==> src/rtl/lps_if_ctrl.sv <==
module lps_if_ctrl #(
  parameter int NPORT       = 2,
  parameter int RESET_CYC   = 63898,
  parameter int DISABLE_CYC = 638976,
  parameter int INIT_CYC    = 16,
  parameter int SETTLE_CYC  = 98304,
  parameter int WAKE_CYC    = 4096,
  parameter int RESTART_MAX = 179405
) (
  input  logic             clk,
  input  logic             rst_n,
  input  logic             pwr_down,
  input  logic             link_pwr,
  input  logic [NPORT-1:0] port_conn,
  input  logic [NPORT-1:0] port_dis,
  input  logic [NPORT-1:0] port_susp,
  input  logic [NPORT-1:0] port_bias,
  output logic             sysclk_en,
  output logic             force_zero,
  output logic             req_ignore,
  output logic             cable_inactive,
  output logic             low_power,
  output logic [2:0]       if_state
);
  localparam int LOW_MAX = DISABLE_CYC + 1;
  localparam int LW      = $clog2(LOW_MAX + 1);
  localparam int SEQ_MAX = (INIT_CYC > SETTLE_CYC) ? INIT_CYC : SETTLE_CYC;
  localparam int SW      = $clog2(SEQ_MAX + 1);
  localparam int HW      = $clog2(WAKE_CYC + 1);

  localparam logic [2:0] ST_DIS  = 3'd0;
  localparam logic [2:0] ST_SET  = 3'd1;
  localparam logic [2:0] ST_INIT = 3'd2;
  localparam logic [2:0] ST_RST  = 3'd3;
  localparam logic [2:0] ST_NORM = 3'd4;

  logic [2:0]       st, st_nx;
  logic [LW-1:0]    low_cnt;
  logic [SW-1:0]    seq_cnt;
  logic [HW-1:0]    hold;
  logic             lp;
  logic [NPORT-1:0] conn_q, bias_q, ev_vec, idle_vec;

  wire lps_seen   = (low_cnt == '0);
  wire short_gone = (low_cnt > LW'(RESET_CYC));
  wire long_gone  = (low_cnt > LW'(DISABLE_CYC));
  wire init_done  = (seq_cnt == SW'(INIT_CYC - 1));
  wire set_done   = (seq_cnt == SW'(SETTLE_CYC - 1));

  for (genvar i = 0; i < NPORT; i++) begin : g_port
    assign ev_vec[i] = (port_susp[i] & port_bias[i] & ~bias_q[i])
                     | (port_susp[i] & conn_q[i] & ~port_conn[i])
                     | (~port_dis[i] & port_conn[i] & ~conn_q[i]);
    assign idle_vec[i] = ~port_conn[i] | port_dis[i] | port_susp[i];
  end

  wire port_event = |ev_vec;
  wire all_idle   = &idle_vec;

  always_comb begin
    st_nx = st;
    case (st)
      ST_NORM: if (long_gone) st_nx = ST_DIS;
               else if (short_gone) st_nx = ST_RST;
      ST_RST:  if (long_gone) st_nx = ST_DIS;
               else if (lps_seen) st_nx = ST_INIT;
      ST_INIT: if (long_gone) st_nx = ST_DIS;
               else if (short_gone) st_nx = ST_RST;
               else if (init_done) st_nx = ST_NORM;
      ST_SET:  if (short_gone) st_nx = ST_DIS;
               else if (set_done) st_nx = ST_INIT;
      ST_DIS:  if (lps_seen) st_nx = lp ? ST_SET : ST_INIT;
      default: st_nx = ST_DIS;
    endcase
  end

  always_ff @(posedge clk or negedge rst_n) begin
    if (!rst_n) begin
      st      <= ST_DIS;
      low_cnt <= LW'(LOW_MAX);
      seq_cnt <= '0;
      hold    <= '0;
      lp      <= 1'b0;
      conn_q  <= '0;
      bias_q  <= '0;
    end else if (pwr_down) begin
      st      <= ST_DIS;
      low_cnt <= LW'(LOW_MAX);
      seq_cnt <= '0;
      hold    <= '0;
      lp      <= 1'b0;
      conn_q  <= port_conn;
      bias_q  <= port_bias;
    end else begin
      st <= st_nx;
      if (st_nx != st)
        seq_cnt <= '0;
      else if (st == ST_INIT || st == ST_SET)
        seq_cnt <= seq_cnt + 1'b1;
      else
        seq_cnt <= '0;
      if (link_pwr)
        low_cnt <= '0;
      else if (low_cnt != LW'(LOW_MAX))
        low_cnt <= low_cnt + 1'b1;
      if (port_event)
        hold <= HW'(WAKE_CYC);
      else if (hold != '0)
        hold <= hold - 1'b1;
      lp     <= (st == ST_DIS) && all_idle && !lps_seen && (hold == '0) && !port_event;
      conn_q <= port_conn;
      bias_q <= port_bias;
    end
  end

  assign if_state       = st;
  assign sysclk_en      = (st == ST_RST) || (st == ST_INIT) || (st == ST_NORM);
  assign force_zero     = (st != ST_NORM);
  assign req_ignore     = (st != ST_NORM);
  assign low_power      = lp;
  assign cable_inactive = ~|port_bias;
endmodule

==> config.mk <==
export PLATFORM = sky130hd
export DESIGN_NAME = lps_if_ctrl
export DESIGN_NICKNAME = d
export VERILOG_FILES = /design/src/rtl/lps_if_ctrl.sv
export SDC_FILE = /design/constraint.sdc
export NUM_CORES = 1
export LEC_CHECK = 0
export BUFFER_PORTS_ARGS = -buffer_cell sky130_fd_sc_hd__buf_2
export CORE_MARGIN = 3
export CORE_UTILIZATION = 55
export DETAILED_ROUTE_END_ITERATION = 7
export PLACE_DENSITY = 0.73
export SYNTH_ARGS = -nofsm -noshare
export SYNTH_HDL_FRONTEND = slang
export SYNTH_SLANG_ARGS = --single-unit
==> constraint.sdc <==
create_clock -name clk -period 3.5 [get_ports clk]
set_input_delay 0.7 -clock clk [delete_from_list [all_inputs] [get_ports clk]]
set_output_delay 0.7 -clock clk [all_outputs]
set_load 0.05 [all_outputs]
After elaboration in Yosys (flattened, before gate mapping)
Index checks and enable logic that the tools add are counted.

Add/subtract/negate cells: 3. Magnitude comparators: 2. Equality and inequality tests: 9. Multiplexer cells: 23. Bitwise logic cells: 28. Reductions and logical operators: 19.

Operators by type and width (count): 2-to-1 mux 20 bit (3); 2-to-1 mux 17 bit (3); 2-to-1 mux 13 bit (3); 2-to-1 mux 3 bit (11); adder 20 x 1 -> 20 bit (second input constant) (1); greater-than comparator 20 x 16 -> 1 bit (second input constant) (1); greater-than comparator 20 bit (second input constant) (1); logical NOT 20 bit (1); != test 20 bit (second input constant) (1); adder 17 x 1 -> 17 bit (second input constant) (1); == test 17 bit (second input constant) (1); == test 17 x 4 -> 1 bit (second input constant) (1); case mux 3 bit (5 select lines) (1); logical NOT 13 bit (1); nonzero test 13 bit (1); subtractor 13 x 1 -> 13 bit (second input constant) (1); AND 1 bit (12); inverter 1 bit (8); OR 1 bit (8); == test 3 x 2 -> 1 bit (second input constant) (2); nonzero test 3 bit (2); logical AND 1 bit (4); OR reduction 2 bit (2); == test 3 x 1 -> 1 bit (second input constant) (1); 9 further kinds (13).

Register bits after elaboration: 58. Word-level logic and storage cells: 91.

Longest topological paths before layout
Word-level depth: 9. Mapped depth: 9. Mapped depth without buffers: 8.

Least setup slack after synthesis
Ideal clock, no wire load.

Path type: register to register. From: reg low_cnt[10]. To: reg seq_cnt[10]. Setup time: 143 ps. Arrival: 2409 ps. Required time: 3357 ps. Path slack: 948 ps. Stages on the path, launching flop included: 8. Clock period less this slack: 2552 ps. Cell sequence: dfrtp_1 -> or4_4 -> or4_4 -> o311ai_4 -> a311oi_1 -> o2bb2ai_2 -> buf_6 -> nor4_2.

Longest elaborated chain between the ends: 7. Elaborated cells between the ends (all ways): 15.

Ends and longest elaborated chain: from (decl) (RTL line 38) `logic [LW-1:0] low_cnt;`; from (signal assigned) (RTL line 80) `low_cnt <= LW'(LOW_MAX);`; from (signal assigned) (RTL line 88) `low_cnt <= LW'(LOW_MAX);`; from (signal assigned) (RTL line 105) `low_cnt <= low_cnt + 1'b1;`; greater-than comparator 20 x 16 -> 1 bit / logical NOT 20 bit (equally long branches) (RTL line 45, 44); 2-to-1 mux 3 bit (on tied branches) (RTL line 68, 64, 66); 2-to-1 mux 3 bit (on tied branches) (RTL line 67, 63, 65); case mux 3 bit (5 select lines) (*) (RTL line 62) `case (st)`; != test 3 bit (*) (RTL line 96) `if (st_nx != st)`; 2-to-1 mux 17 bit (*) (RTL line 96); 2-to-1 mux 17 bit (*) (RTL line 86) `end else if (pwr_down) begin`; to (signal assigned) (RTL line 99) `seq_cnt <= seq_cnt + 1'b1;`; to (decl) (RTL line 39) `logic [SW-1:0] seq_cnt;`.

Mark *: on every way between the ends. The rest lies on a longest branch, timed or not. A chain may end at the register's enable or synchronous reset.

Worst setup path after layout
From: reg low_cnt[10]. To: reg seq_cnt[6].

Same word-level chain as after synthesis.

==> reports/metrics.yaml <==
power_and_ir_drop:
  power_mw: 2.07
  pwr-share-clk: 0.305
  p_int_mw: 1.39
  p_per_area_nw_per_um2: 575
  combPwrFrac: 0.302
  netSwitchingPower_uw: 680
  ir_worst_vdd_mv: 0.517
  power.leakage_nw: 1.43
  seq_power_share: 0.393
  swShare: 0.328
logic_synthesis:
  syn_nets: 357
  netlist_instances: 339
  synth-seq-area-share: 0.447
  syn_area_um2: 3260
  ys_warn_count: 0
  synth.distinct_cells: 46
  syn_area_per_cell_um2: 9.62
  synth-seq-cells: 58
worst_setup_path:
  required_ns: 3.66
  r2r-end: "seq_cnt[6]"
  path_class: "flip-flop to flip-flop"
  r2r_setup_slack_ns: 0.44
  worstRegToRegCells: 6
  startpoint_type: "flip-flop"
  critPathBufInv: 0
  critPathCaptureType: "flip-flop"
  setup.worst_path.start: "low_cnt[10]"
  cp_max_fo: 17
  arrival_ns: 3.22
  critPathSlowestCell: "o2bb2ai_2"
  cp_top_family: "simple AND/OR/NAND/NOR gates"
  crit_chain: "or4_4 > or4_4 > o311ai_4 > a311oi_1 > o2bb2ai_2 > nor4_1"
  cpMostUsedCell: "or4_4"
  critical_path.max_stage_delay_ns: 0.78
  r2r_start: "low_cnt[10]"
route:
  vias_per_cell: 5.89
  wl_per_cell_um: 15.3
  dr.pass1.iters: 6
  vias: 2544
  drc: 0
  drt-total-wl_mm: 6.62
  drtIter0Drc: 161
  antenna_left: 0
timing:
  slew_headroom: 0.367
  rsz0062_at_grt: "false"
  fmax_mhz: 327
  tightestPinTransition_ns: 0.945
  fin_ws_ns: 0.438
  finalHoldViolations: 0
  finalSetupViolCount: 0
  maxSlewViolCount: 0
  setup-tns-final_ns: 0
  fin_worst_skew_ns: 0.0151
  fin_crit_ns: 3.06
  period_share: 0.875
floorplan:
  coreArea_um2: 5610
  start_util: 0.582
  rows: 27
  ios: 20
  die_area_um2: 6890
  dieWidth_um: 83.0
  die_h_um: 83.0
clocking:
  clock_latency_ns: 0.34
  cts_resized: 0
  clockBufferDepth: 2
  holdBufCountCts: 0
  post_cts_buffers: 0
  cts_buffers: 9
  cts_tree: "done"
  cts.clk_slew.worst_paths_ns: 0.07
  clockRootBuffer: "clkbuf_8"
  htreeDepth: 3
  cts_num_sinks: 58
finish:
  utilization: 0.642
  fin_nets: 373
  fillers: 471
  syn_to_final_growth_pct: 10.4
  drive_gt1_frac: 0.178
  antenna_cells: 0
global_route:
  antenna_found_initial: 0
  gr-total-overflow: 0
  grt_pass1_vias: 2433
  grt_pass1_wl_mm: 11.5
  gr-usage-all-layers: 0.203
  grt_start_max_net_pins: 37
place:
  pre_cts_slack_ns: 0.451
  place.gp.congestion: 0.825
  io_buffers: 19
  dp_hpwl_mm: 4.50
job:
  maxCapViolations: 0
worst_hold_path:
  hold_path.class: "input pin to asynchronous set/reset pin"
outcome:
  status: "completed"
==> worst reg2reg max path, cell delays in order, from the launching register on <==
cell and delay, ns:
dfrtp_1 0.45, or4_4 0.57, or4_4 0.54, o311ai_4 0.17, a311oi_1 0.20, o2bb2ai_2 0.78
nor4_1 0.17
==> layout by cell type, fill, tap and decap left out, types with 3 or more instances in the layout <==
cell type | Yosys | routed
dfrtp_1 | 53 | 53
nor2_1 | 41 | 41
xnor2_1 | 19 | 19
xor2_1 | 19 | 19
buf_2 | 1 | 19
nor4_1 | 19 | 18
nand2_1 | 17 | 17
nand3_1 | 17 | 17
inv_1 | 15 | 15
nor4_2 | 12 | 13
a21oi_1 | 13 | 13
nor3_1 | 11 | 11
o21ai_0 | 11 | 11
clkbuf_8 | 0 | 11
or3_1 | 8 | 8
nand4_1 | 7 | 7
nand2b_1 | 6 | 6
ha_1 | 6 | 6
and4_1 | 5 | 5
dfstp_2 | 5 | 5
and3_1 | 4 | 4
buf_4 | 1 | 4
or4_1 | 3 | 3
a31oi_1 | 3 | 3
o22ai_1 | 3 | 3
==> cell usage after synthesis (all sizes together) <==
cell type / count / share of area
nand2b: 6 / 0.012
o221ai: 1 / 0.0027
inv: 15 / 0.017
xnor2: 19 / 0.051
and4: 5 / 0.013
dfrtp: 53 / 0.41
or2: 2 / 0.0038
nand2: 17 / 0.020
a211oi: 1 / 0.0023
a21oi: 13 / 0.020
nor2b: 2 / 0.0038
a2111oi: 1 / 0.0084
a31o: 1 / 0.0027
nand3b: 2 / 0.0046
nand3: 17 / 0.026
o31a: 1 / 0.0027
and3: 4 / 0.0077
o21ai: 11 / 0.017
xor2: 19 / 0.051
o211ai: 1 / 0.0023
nor2: 41 / 0.047
nor3: 11 / 0.017
o311ai: 1 / 0.0081
o21ba: 1 / 0.0031
o2bb2ai: 1 / 0.0046
o22ai: 3 / 0.0058
nor4b: 1 / 0.0027
o21a: 1 / 0.0023
a311oi: 1 / 0.0027
nor4: 31 / 0.082
a31oi: 3 / 0.0058
or4: 5 / 0.014
o31ai: 2 / 0.0046
clkbuf: 14 / 0.016
ha: 6 / 0.023
buf: 4 / 0.0084
or3: 8 / 0.015
nand4: 8 / 0.020
a221oi: 1 / 0.0027
dfstp: 5 / 0.040
==> kinds of logic after synthesis <==
logic type | after synthesis | synth area share
AO/OA/AOI/OAI | 44 | 0.0974
XOR/XNOR | 38 | 0.102
adder cells (fa/ha/maj) | 6 | 0.0230
buffers and inverters | 33 | 0.0418
flip-flops | 58 | 0.447
AND/OR/NAND/NOR | 160 | 0.289
==> stage by stage <==
stage / hold WS, ns / area [um2] / instances
detailed placement: 0.497 / 3400 / 416
finish: 0.328 / 3600 / 432
floorplan: 0.404 / 3260 / 339
global route: 0.358 / 3600 / 432
CTS: 0.335 / 3600 / 432
global placement: 0.495 / 3400 / 416
==> metal layers <==
metal,wire [um],global-route usage,vias up
met5,0,0,-
met3,325,0.0456,10
met1,3180,0.279,1217
met2,3020,0.307,68
met4,92,0.0862,0
li1,-,-,1249
==> worst max-delay path by stage <==
| stage | to | slack [ns] | cells past startpoint |
|---|---|---|---|
| floorplan | seq_cnt[10] | 0.95 | 7 |
| global placement | seq_cnt[3] | 0.53 | 6 |
| detailed placement | seq_cnt[2] | 0.45 | 6 |
| CTS | seq_cnt[6] | 0.43 | 6 |
| global route | seq_cnt[2] | 0.26 | 7 |
| finish | seq_cnt[6] | 0.44 | 6 |
==> state kept, by name, summed over array words and instances (netlist names) <==
register,cells
bias_q,2
conn_q,2
hold,13
if_state,3
low_cnt,20
low_power,1
seq_cnt,17
==> final cells by class <==
class                      instances  area [um2]  area share
multi-input combinational        248        1670       0.465
tap                               72        90.1      0.0250
clock buffer                      13         159      0.0441
sequential                        58        1460       0.405
inverter                          15        56.3      0.0156
timing repair buffer              23         125      0.0347
clock inverter                     3        40.0      0.0111
==> power groups by stage <==
stage | registers, mW | logic [mW] | clock network (mW)
finish | 0.813 | 0.625 | 0.632
global route | 0.826 | 0.719 | 0.679
CTS | 0.814 | 0.629 | 0.643
detailed placement | 0.825 | 0.621 | 0
global placement | 0.825 | 0.613 | 0
floorplan | 0.817 | 0.498 | 0
(Power assumes the default switching activity.)
